$ cat src/rtl/can_err_detect.sv
module can_err_detect #(
  parameter int               FW        = 4,
  parameter int               CRC_W     = 15,
  parameter logic [CRC_W-1:0] CRC_POLY  = 15'h4599,
  parameter int               STUFF_LEN = 5
) (
  input  logic          clk,
  input  logic          rst_n,
  input  logic          smp,
  input  logic          rx_bit,
  input  logic          tx_bit,
  input  logic          tx_active,
  input  logic [FW-1:0] field,
  input  logic          single_shot,
  output logic          ef_start,
  output logic [4:0]    err_type,
  output logic          retx_req
);
  localparam int RW = $clog2(STUFF_LEN + 1);
  localparam logic [FW-1:0] F_IDLE = 0, F_SOF = 1, F_ARB = 2, F_DATA = 4,
    F_CRC_SEQ = 5, F_CRC_DELIM = 6, F_ACK_SLOT = 7, F_ACK_DELIM = 8,
    F_EOF = 9, F_ERR_DELIM = 11, F_OVL_DELIM = 13;

  logic [RW-1:0]    run_cnt;
  logic             last_lvl;
  logic [CRC_W-1:0] crc;
  logic             crc_pend;
  logic [4:0]       typ_nxt;

  wire is_sof    = field == F_SOF;
  wire in_stuff  = field >= F_SOF && field <= F_CRC_SEQ;
  wire stuff_pos = in_stuff && !is_sof && run_cnt == RW'(STUFF_LEN);
  wire e_stuff   = stuff_pos && rx_bit == last_lvl;

  wire crc_feed = !stuff_pos && ((field >= F_SOF && field <= F_DATA) || field == F_CRC_SEQ);
  wire [CRC_W-1:0] crc_base = is_sof ? '0 : crc;
  wire crc_fb = rx_bit ^ crc_base[CRC_W-1];
  wire [CRC_W-1:0] crc_step = {crc_base[CRC_W-2:0], 1'b0} ^ (crc_fb ? CRC_POLY : '0);

  wire lost_arb = tx_bit && !rx_bit && (field == F_ARB || field == F_ACK_SLOT);
  wire e_bit    = tx_active && field != F_IDLE && rx_bit != tx_bit && !lost_arb;
  wire fixed    = field == F_CRC_DELIM || field == F_ACK_DELIM || field == F_EOF ||
                  field == F_ERR_DELIM || field == F_OVL_DELIM;
  wire e_form   = !tx_active && fixed && !rx_bit;
  wire e_ack    = tx_active && field == F_ACK_SLOT && rx_bit;
  wire e_crc    = !tx_active && field == F_CRC_DELIM && crc != '0;
  wire crc_due  = crc_pend && field == F_ACK_DELIM;

  always_comb begin
    if (e_bit)        typ_nxt = 5'b00001;
    else if (e_stuff) typ_nxt = 5'b00010;
    else if (e_form)  typ_nxt = 5'b01000;
    else if (e_ack)   typ_nxt = 5'b10000;
    else if (crc_due) typ_nxt = 5'b00100;
    else              typ_nxt = 5'b00000;
  end

  wire fire = |typ_nxt;

  always_ff @(posedge clk or negedge rst_n) begin
    if (!rst_n) begin
      ef_start <= 1'b0;
      err_type <= '0;
      retx_req <= 1'b0;
      crc_pend <= 1'b0;
      run_cnt  <= '0;
      last_lvl <= 1'b1;
      crc      <= '0;
    end else if (smp) begin
      ef_start <= fire;
      err_type <= typ_nxt;
      retx_req <= fire && tx_active && !single_shot;

      if (is_sof || fire) crc_pend <= 1'b0;
      else if (e_crc)     crc_pend <= 1'b1;

      if (is_sof || (in_stuff && (stuff_pos || rx_bit != last_lvl))) begin
        run_cnt  <= RW'(1);
        last_lvl <= rx_bit;
      end else if (in_stuff) begin
        run_cnt <= run_cnt + RW'(1);
      end

      if (crc_feed) crc <= crc_step;
    end
  end
endmodule

$ cat config.mk
export PLATFORM = sky130hd
export DESIGN_NAME = can_err_detect
export DESIGN_NICKNAME = d
export VERILOG_FILES = /design/src/rtl/can_err_detect.sv
export SDC_FILE = /design/constraint.sdc
export NUM_CORES = 1
export LEC_CHECK = 0
export BUFFER_PORTS_ARGS = -buffer_cell sky130_fd_sc_hd__buf_4
export CORE_UTILIZATION = 48
export CTS_BUF_LIST = sky130_fd_sc_hd__clkbuf_2 sky130_fd_sc_hd__clkbuf_4 sky130_fd_sc_hd__clkbuf_8
export DETAILED_ROUTE_END_ITERATION = 16
export PLACE_DENSITY = 0.73
export SYNTH_ARGS = -nofsm -noshare
export SYNTH_HDL_FRONTEND = slang
export SYNTH_SLANG_ARGS = --single-unit
$ cat constraint.sdc
create_clock -name clk -period 2.3 [get_ports clk]
set_clock_uncertainty 0.2 [all_clocks]
set_input_delay 0.23 -clock clk [delete_from_list [all_inputs] [get_ports clk]]
set_output_delay 0.23 -clock clk [all_outputs]
set_load 0.005 [all_outputs]
### Word level (Yosys, flattened, before mapping)

Cells that the tools add are included.

| storage, ports and cells | value |
|---|---|
| flip-flop bits (word level) | 27 |
| input bits | 11 |
| output and inout port bits | 7 |
| word-level logic and storage cells | 82 |

| cells by class | value |
|---|---|
| add/subtract/negate cells | 1 |
| magnitude comparators | 3 |
| eq/ne operators | 13 |
| muxes and demuxes | 11 |
| bitwise operators | 2 |
| reductions and logical operators | 45 |

Operators by type and width:

| kind | number |
|---|---|
| 15-bit two-way mux | 2 |
| 1-bit logical AND | 21 |
| 5-bit two-way mux | 4 |
| 4-bit equality test (second input constant) | 4 |
| 15-bit nonzero test | 1 |
| 15-bit bitwise XOR | 1 |
| 4-bit by 3-bit equality test with 1-bit output (second input constant) | 3 |
| 1-bit logical OR | 9 |
| 3-bit two-way mux | 3 |
| 4-bit by 3-bit <= comparator with 1-bit output (second input constant) | 2 |
| 2-bit AND reduction | 4 |
| 1-bit logical NOT | 6 |
| 5-bit OR reduction | 1 |
| 4-bit by 1-bit equality test with 1-bit output (second input constant) | 1 |
| 4-bit by 2-bit equality test with 1-bit output (second input constant) | 1 |
| 4-bit by 1-bit greater-or-equal comparator with 1-bit output (second input constant) | 1 |
| 2-bit nonzero test | 2 |
| 4-bit nonzero test | 1 |
| 3-bit by 1-bit adder with 3-bit output (second input constant) | 1 |
| 3-bit equality test (second input constant) | 1 |
| 1-bit two-way mux | 2 |
| 1-bit != test | 2 |
| 1-bit equality test | 1 |
| 1-bit bitwise XOR | 1 |

### Longest topological paths before layout

Gate-level depths: netlist of run 1.

| depth | value |
|---|---|
| depth in word-level cells | 14 |
| mapped depth | 7 |
| gate-level depth less buffers | 7 |

### Worst setup path before layout of run 1

No wires, ideal clock.

| path | value |
|---|---|
| path type | register to register |
| start | register run_cnt[1] |
| end | register crc_pend |
| arrival time | 1490 ps |
| slack | 489 ps |
| cell stages (with the launch flop) | 8 |
| buffers on the path | 0 |
| period minus slack after synthesis | 1811 ps |
| cell sequence | dfrtp_1 -> inv_1 -> ha_1 -> nand2_1 -> or4_1 -> nand2_1 -> nor3_1 -> a22o_1 |

| on the way | value |
|---|---|
| longest elaborated chain between the ends | 9 |

Ends and longest elaborated chain:

| what | line | text |
|---|---|---|
| start, declared | 24 | `logic [RW-1:0] run_cnt;` |
| start signal, assigned | 81 | `run_cnt <= run_cnt + RW'(1);` |
| 3-bit equality test * | 32 | `wire stuff_pos = in_stuff && !is_sof && run_cnt == RW'(STUFF_LEN);` |
| 1-bit logical AND * | 32 |  |
| 1-bit logical AND * | 33 | `wire e_stuff = stuff_pos && rx_bit == last_lvl;` |
| 5-bit two-way mux * | 51 | `else if (e_stuff) typ_nxt = 5'b00010;` |
| 5-bit two-way mux * | 50 | `if (e_bit) typ_nxt = 5'b00001;` |
| 5-bit OR reduction * | 58 | `wire fire = \|typ_nxt;` |
| 1-bit logical OR * | 74 | `if (is_sof \|\| fire) crc_pend <= 1'b0;` |
| 2-bit nonzero test (no line) | n/a |  |
| 2-bit AND reduction (no line) | n/a |  |
| end signal, assigned | 65 | `crc_pend <= 1'b0;` |
| end signal, assigned | 74 |  |
| end signal, assigned | 75 | `else if (e_crc) crc_pend <= 1'b1;` |
| end, declared | 27 | `logic crc_pend;` |

Mark *: on every way between the ends. The rest lies on a longest branch, timed or not.
A chain may end at the register's enable or synchronous reset.

### Worst setup path in the final report of run 1

Ends and elaborated chain as after synthesis.

==> reports/qor.yml, run 1 <==
power_density_nw_per_um2: 928
drive_gt1_frac: 0.195
grt_max_degree: 28
max_stage_delay_ns: 0.56
yosys_warnings: 0
synth_edf_count: 0
cts_tree: "done"
grt.overflow.total: 0
setup_tns_ns: 0
final_cell_mix: "dfrtp_1, buf_4, nand2_1, nor2_1, xnor2_1"
finalNetCount: 184
ys_types: 40
wl_um: 2990
dp_hpwl_um: 2230
core_area_sq_um: 3030
arrival_ns: 2.00
die_area_sq_um: 3410
hold_viol: 0
layout.core_utilization: 0.563
required_ns: 2.33
mappedNetlistArea_sq_um: 1530
crit_slowest_cell: "or4_1"
syn2layout_area_growth_pct: 11.5
start_kind: "register"
placed_cells: 206
viasPerCell: 5.48
comb_power_share: 0.351
rsz0062_at_grt: "false"
path_buf_inv: 1
fmax_mhz: 506
period_needed_ns: 1.98
hp-class: "in2reg"
rows: 20
worst_setup_path_end_kind: "register"
dieHeight_um: 58.4
num_vias: 1167
criticalPathCategory: "reg2reg"
worst_pin_slew_ns: 0.471
numPortBuffers: 17
placed_cell_area_sq_um: 1640
drt-wirelength-per-cell_um: 14.0
cts-buffers-inserted: 3
clock_sinks: 27
synth-seq-cells: 27
synth.area.mux_share: 0.0221
clkPwrFrac: 0.135
route.detailed.drc: 0
sw_frac_of_total: 0.355
drtIter0Drc: 54
yosysSeqAreaShare: 0.443
final_cells: 213
insertedDiodeCount: 0
clock_latency_ns: 0.33
final_common_cell: "dfrtp_1"
fin_crit_sh: 0.859
drt_pass1_iterations: 5
grt_use_total: 0.195
drtAntennaViolNets: 0
finalSetupViolations: 0
run_status: "finished clean"
setup_ws_ns: 0.324
synth_fp_nets: 168
slew_viol_final: 0
dieWidth_um: 58.4
clk_pin_slew_ns: 0.14
seqPwrFrac: 0.514
synth_ff_type: "dfrtp_1"
gp_congestion: 0.880
yosys.area_share.simple: 0.190
cts-resized-gates: 0
critPathTopFamily: "simple AND/OR/NAND/NOR gates"
synth-async-reset-ratio: 1.00
io_pins: 18
power.internal_mw: 1.02
antenna_found_initial: 0
cts_setup_buffers: 0
synth_top_family_by_area: "simple AND/OR/NAND/NOR gates"
switching_power_uw: 562
syn_inst: 154
fillers: 258
synth_fa_ha_area_frac: 0.0246
power_leakage_nw: 0.750
grt_pass1_vias: 1121
crit_path_cell_trace: "inv_1, ha_1, nand2_1, or4_1, nand2_1, nor3_1, a22o_1"
grt_pass1_wl_um: 5090
cp_max_fo: 3
htreeDepth: 1
crit_path_frequent_cell: "nand2_1"
synthXorXnorAreaFrac: 0.0803
initial_core_util: 0.505
post-place-ws_ns: 0.232
design_area_sq_um: 1700
avgSynthCellArea_sq_um: 9.92
vdd.ir_drop.worst_mv: 0.355
hold_buffers: 3
synth_compound_area_frac: 0.172
cap_violations: 0
relSlewSlack: 0.682
cts-root-buf: "clkbuf_4"
cts_buffer_depth: 2
==> logic make-up (layout without fill, tap and decap cells) <==
| kind of cell | after synthesis | after routing |
|---|---|---|
| simple gates | 55 | 55 |
| compound gates | 35 | 35 |
| flops | 27 | 27 |
| buf+inv | 17 | 32 |
| xor+xnor | 14 | 14 |
| fa+ha+maj | 3 | 3 |
| mux | 3 | 3 |
==> metrics by stage <==
stage	total power, mW	hold WS, ns
final	1.58	0.0108
after global routing	1.72	0.0127
after CTS	1.59	0.00536
after detailed placement	1.37	-0.0391
after global placement	1.34	-0.0459
after floorplan	1.24	-0.266
==> synth_stat cells (2+ instances only) <==
master      n  area (sq um)
dfrtp_1    26           651
buf_2       5          25.0
buf_6       4          45.0
nor4_1      4          25.0
nand3_1     3          15.0
o2bb2ai_1   3          26.3
a22o_1      7          61.3
ha_1        3          37.5
o32ai_1     2          17.5
o21ai_0     8          40.0
nand2_1    18          67.6
nor3_1      3          15.0
o21ai_1     2          10.0
mux2_2      3          33.8
xor2_1      2          17.5
xnor2_1    12           105
inv_1       6          22.5
and3_1      2          12.5
nand3b_1    3          22.5
a21oi_1     6          30.0
nor2_1     13          48.8
==> layout make-up <==
type | count | area [sq um] | share of cell area
clock buffer | 4 | 30.0 | 0.0176
inverter | 6 | 22.5 | 0.0132
multi-input combinational | 110 | 747 | 0.438
sequential | 27 | 677 | 0.397
tap | 44 | 55.1 | 0.0323
timing repair buffer | 22 | 173 | 0.101
==> worst paths after layout <==
check	from	end	slack [ns]	cells past startpoint
worst max-delay path	run_cnt[1]$_DFFE_PN0P_	crc_pend$_DFFE_PN0P_	0.32	7
worst min-delay path	tx_active	retx_req$_DFFE_PN0P_	0.01	3
worst max register to register	run_cnt[1]$_DFFE_PN0P_	crc_pend$_DFFE_PN0P_	0.32	7
worst min register to register	err_type[0]$_DFFE_PN0P_	err_type[0]$_DFFE_PN0P_	0.31	1
max in group asynchronous	rst_n	last_lvl$_DFFE_PN1P_	1.48	2
min in group asynchronous	rst_n	crc[8]$_DFFE_PN0P_	0.13	2
==> flip-flops by register name, summed over array words and instances (netlist names) <==
name / count
err_type: 5
last_lvl: 1
crc_pend: 1
ef_start: 1
crc: 15
retx_req: 1
run_cnt: 3
==> power by group through the flow <==
stage	combinational [mW]	sequential (mW)	clock, mW
floorplan	0.493	0.745	0
global placement	0.532	0.809	0
detailed placement	0.554	0.821	0
CTS	0.560	0.810	0.220
global route	0.643	0.836	0.239
finish	0.555	0.813	0.214
==> routing by layer <==
layer	vias up	share of wire	global-route usage	wire length, um
met5	-	0	0	0
met4	0	0.017	0.0748	50
met3	7	0.036	0.0330	108
met2	27	0.46	0.307	1390
met1	565	0.48	0.268	1440
li1	568	-	-	-
==> worst min-delay path: stages <==
cell	delay, ns
buf_4	0.13
nand3b_1	0.08
o2bb2ai_1	0.06
Note: power is estimated with default switching activity, not from simulation.
==> run 2, diff against run 1 <==
Settings changed: ABC_AREA set to 1, CTS_BUF_LIST sky130_fd_sc_hd__clkbuf_2 sky130_fd_sc_hd__clkbuf_4 sky130_fd_sc_hd__clkbuf_8 to sky130_fd_sc_hd__clkbuf_2, CTS_CLUSTER_DIAMETER set to 80.
==> run 2 against run 1 <==
Power fell by 11%. Critical path type is now in2reg. Maximum frequency fell by 13%. Die area fell by 2.1%. Critical endpoint unchanged. Non-clock buffer count rose by 1. Routed wire length rose by 1.7%. Via count rose by 8.2%. Cell area rose by 0.59%.
==> reports/qor.yml, run 2 <==
final_common_cell: "nand2_1"
placed_cells: 239  # +16%
clock_latency_ns: 0.35  # +0.02 ns
top_regs: "crc: 15 flops, err_type: 5 flops, run_cnt: 3 flops"
hold_viol: 0  # unchanged
comb_power_share: 0.367  # +0.016
largest-register: "crc"
period_needed_ns: 2.26  # +0.283 ns
synthTopCellsByCount: "nand2_1, dfrtp_1, inv_1"
rrSetupSlack_ns: 0.21  # -0.11 ns
hp-start: "tx_active"
io_pins: 18  # unchanged
crit_end: "crc_pend$_DFFE_PN0P_"
die_area_sq_um: 3340  # -2.1%
worst_setup_path_end_kind: "register"
largest_reg_flops: 15  # unchanged
criticalPathCategory: "in2reg"
synth_most_common_cell: "nand2_1"
grt_max_degree: 28  # unchanged
cts-root-buf: "clkbuf_2"
core_area_sq_um: 2850  # -5.8%
fin_crit_sh: 0.982  # +0.123
clock_sinks: 27  # unchanged
num_vias: 1263  # +8.2%
grt.overflow.total: 0  # unchanged
synth_edf_count: 0  # unchanged
cp_max_fo: 9  # +6
antenna_found_initial: 0  # unchanged
slew_viol_final: 0  # unchanged
crit_slowest_cell: "dlygate4sd3_1"
drtAntennaViolNets: 0  # unchanged
synth-seq-cells: 27  # unchanged
syn2layout_area_growth_pct: 14.6
drt-wirelength-per-cell_um: 12.2  # -13%
wl_um: 3040  # +1.7%
drive_gt1_frac: 0.165  # -0.0301
power_density_nw_per_um2: 823  # -11%
initial_core_util: 0.524  # +0.0196
finalNetCount: 233  # +27%
avgSynthCellArea_sq_um: 7.71  # -22%
grt_pass1_wl_um: 5270  # +3.5%
synthTopCellsByArea: "dfrtp_1, nand2_1, inv_1, xor2_1, nor2_1"
placed_cell_area_sq_um: 1630  # -0.61%
synth_ff_type: "dfrtp_1"
synth-async-reset-ratio: 1.00  # unchanged
cts-buffers-inserted: 3  # unchanged
crit_path_cell_trace: "dlygate4sd3_1, buf_4, nor2_2, nand2_2, nand2_1, nor2_1, nand2_1, nand4_2, a21oi_1, dlygate4sd3_1"
seqPwrFrac: 0.507  # -0.007
final_cell_mix: "nand2_1, dfrtp_1, inv_1, buf_4, nor2_1"
yosysSeqAreaShare: 0.453  # +0.00964
cts_buffer_depth: 2  # unchanged
route.detailed.drc: 0  # unchanged
gp_congestion: 0.906  # +3.0%
synth_top_area_cell: "dfrtp_1"
drt_pass1_iterations: 4  # -1
critPathLaunch: "field[3]"
clkPwrFrac: 0.125  # -0.010
run_status: "finished clean"
dieWidth_um: 57.8  # -1.0%
dp_hpwl_um: 2250  # +0.95%
seq_area_sq_um: 677  # unchanged
sw_frac_of_total: 0.375  # +0.0192
rr_worst_depth: 9  # +2
vdd.ir_drop.worst_mv: 0.503  # +42%
max_stage_delay_ns: 0.55  # about the same
yosys_warnings: 0  # unchanged
ys_types: 29  # -28%
switching_power_uw: 529  # -6.0%
worst_pin_slew_ns: 0.347  # -0.124 ns
arrival_ns: 2.37  # +0.37 ns
grt_pass1_vias: 1178  # +5.1%
cap_violations: 0  # unchanged
mappedNetlistArea_sq_um: 1500  # -2.1%
cts-resized-gates: 0  # unchanged
grt_use_total: 0.205  # +0.0101
drtIter0Drc: 48  # -11%
dieHeight_um: 57.8  # -1.0%
numPortBuffers: 17  # unchanged
r2r_end: "crc_pend$_DFFE_PN0P_"
design_area_sq_um: 1710  # +0.59%
setup_tns_ns: 0  # unchanged
fillers: 268  # +3.9%
synth_fp_nets: 208  # +24%
rows: 19  # -5.0%
insertedDiodeCount: 0  # unchanged
htreeDepth: 1  # unchanged
relSlewSlack: 0.768  # +0.0860
hp-class: "in2reg"
r2r-start: "run_cnt[0]$_DFFE_PN0P_"
multiInputGateArea_sq_um: 697  # -6.7%
clk_pin_slew_ns: 0.24  # +0.10 ns
viasPerCell: 5.07  # -7.4%
power_leakage_nw: 0.907  # +21%
netlist.area_leader.share: 0.435  # +0.00927
power.internal_uw: 882  # -13%
cts_tree: "done"
fmax_mhz: 443  # -13%
start_kind: "input pin"
final_cells: 249  # +17%
finalSetupViolations: 0  # unchanged
syn_inst: 194  # +26%
worst_hold_slack_ns: 0.0262  # +0.0154 ns
required_ns: 2.42  # +0.09 ns
rsz0062_at_grt: "false"
-- run 2: what timing repair did --
action / 4_1_cts / 5_1_grt
hold buffers: 6 / 0
buffers inserted: 0 / 0
endpoints found under the hold margin: 35 / 0
-- run 2: metrics by stage --
| step | total power [mW] | util | setup slack [ns] |
|---|---|---|---|
| floorplan | 1.10 | - | 0.828 |
| global placement | 1.22 | 0.573 | 0.710 |
| detailed placement | 1.23 | 0.573 | 0.638 |
| CTS | 1.42 | 0.601 | 0.101 |
| global route | 1.52 | 0.601 | 0.0222 |
| finish | 1.41 | 0.601 | 0.0416 |
-- run 2: critical path, delay by kind of cell --
kind | cells | cell delay (ns)
and+or+nand+nor | 6 | 0.75
buffers and inverters | 3 | 1.25
AOI/OAI and AO/OA | 1 | 0.15
-- run 2: layout make-up --
| cell class | count | area share |
|---|---|---|
| inverters | 25 | 0.0547 |
| repair buffers | 23 | 0.109 |
| multi-input cells | 139 | 0.407 |
| clock buffers | 3 | 0.00876 |
| well taps | 31 | 0.0226 |
| flip-flops and latches | 27 | 0.395 |
| clock inverters | 1 | 0.00292 |
-- run 2: worst min-delay path by stage --
stage	to	slack, ns	cells past startpoint
floorplan	crc[0]$_DFFE_PN0P_	-0.27	0
global placement	run_cnt[2]$_DFFE_PN0P_	-0.05	1
detailed placement	run_cnt[2]$_DFFE_PN0P_	-0.04	1
CTS	err_type[3]$_DFFE_PN0P_	0.00009	4
global route	retx_req$_DFFE_PN0P_	0.01	5
finish	retx_req$_DFFE_PN0P_	0.03	5
-- run 2: routing by layer --
metal	track usage	wire, um
met1	0.283	1480
met2	0.338	1420
met3	0.0469	125
met4	0.0306	20
met5	0	0
-- run 2: cells by family (layout without fill, tap and decap cells) --
family	Yosys count	after routing	share of synthesized area
AND/OR/NAND/NOR	108	108	0.312
buffers and inverters	28	52	0.0812
flip-flops	27	27	0.453
AO/OA/AOI/OAI	19	19	0.0745
XOR/XNOR	8	8	0.0469
adder cells (fa/ha/maj)	3	3	0.0251
multiplexers	1	1	0.00753
-- run 2: power groups by stage --
stage | clock, mW | combinational, mW | sequential [mW]
after floorplan | 0 | 0.400 | 0.703
after global placement | 0 | 0.491 | 0.724
after detailed placement | 0 | 0.511 | 0.724
after CTS | 0.186 | 0.523 | 0.715
after global routing | 0.199 | 0.589 | 0.737
final | 0.177 | 0.518 | 0.716
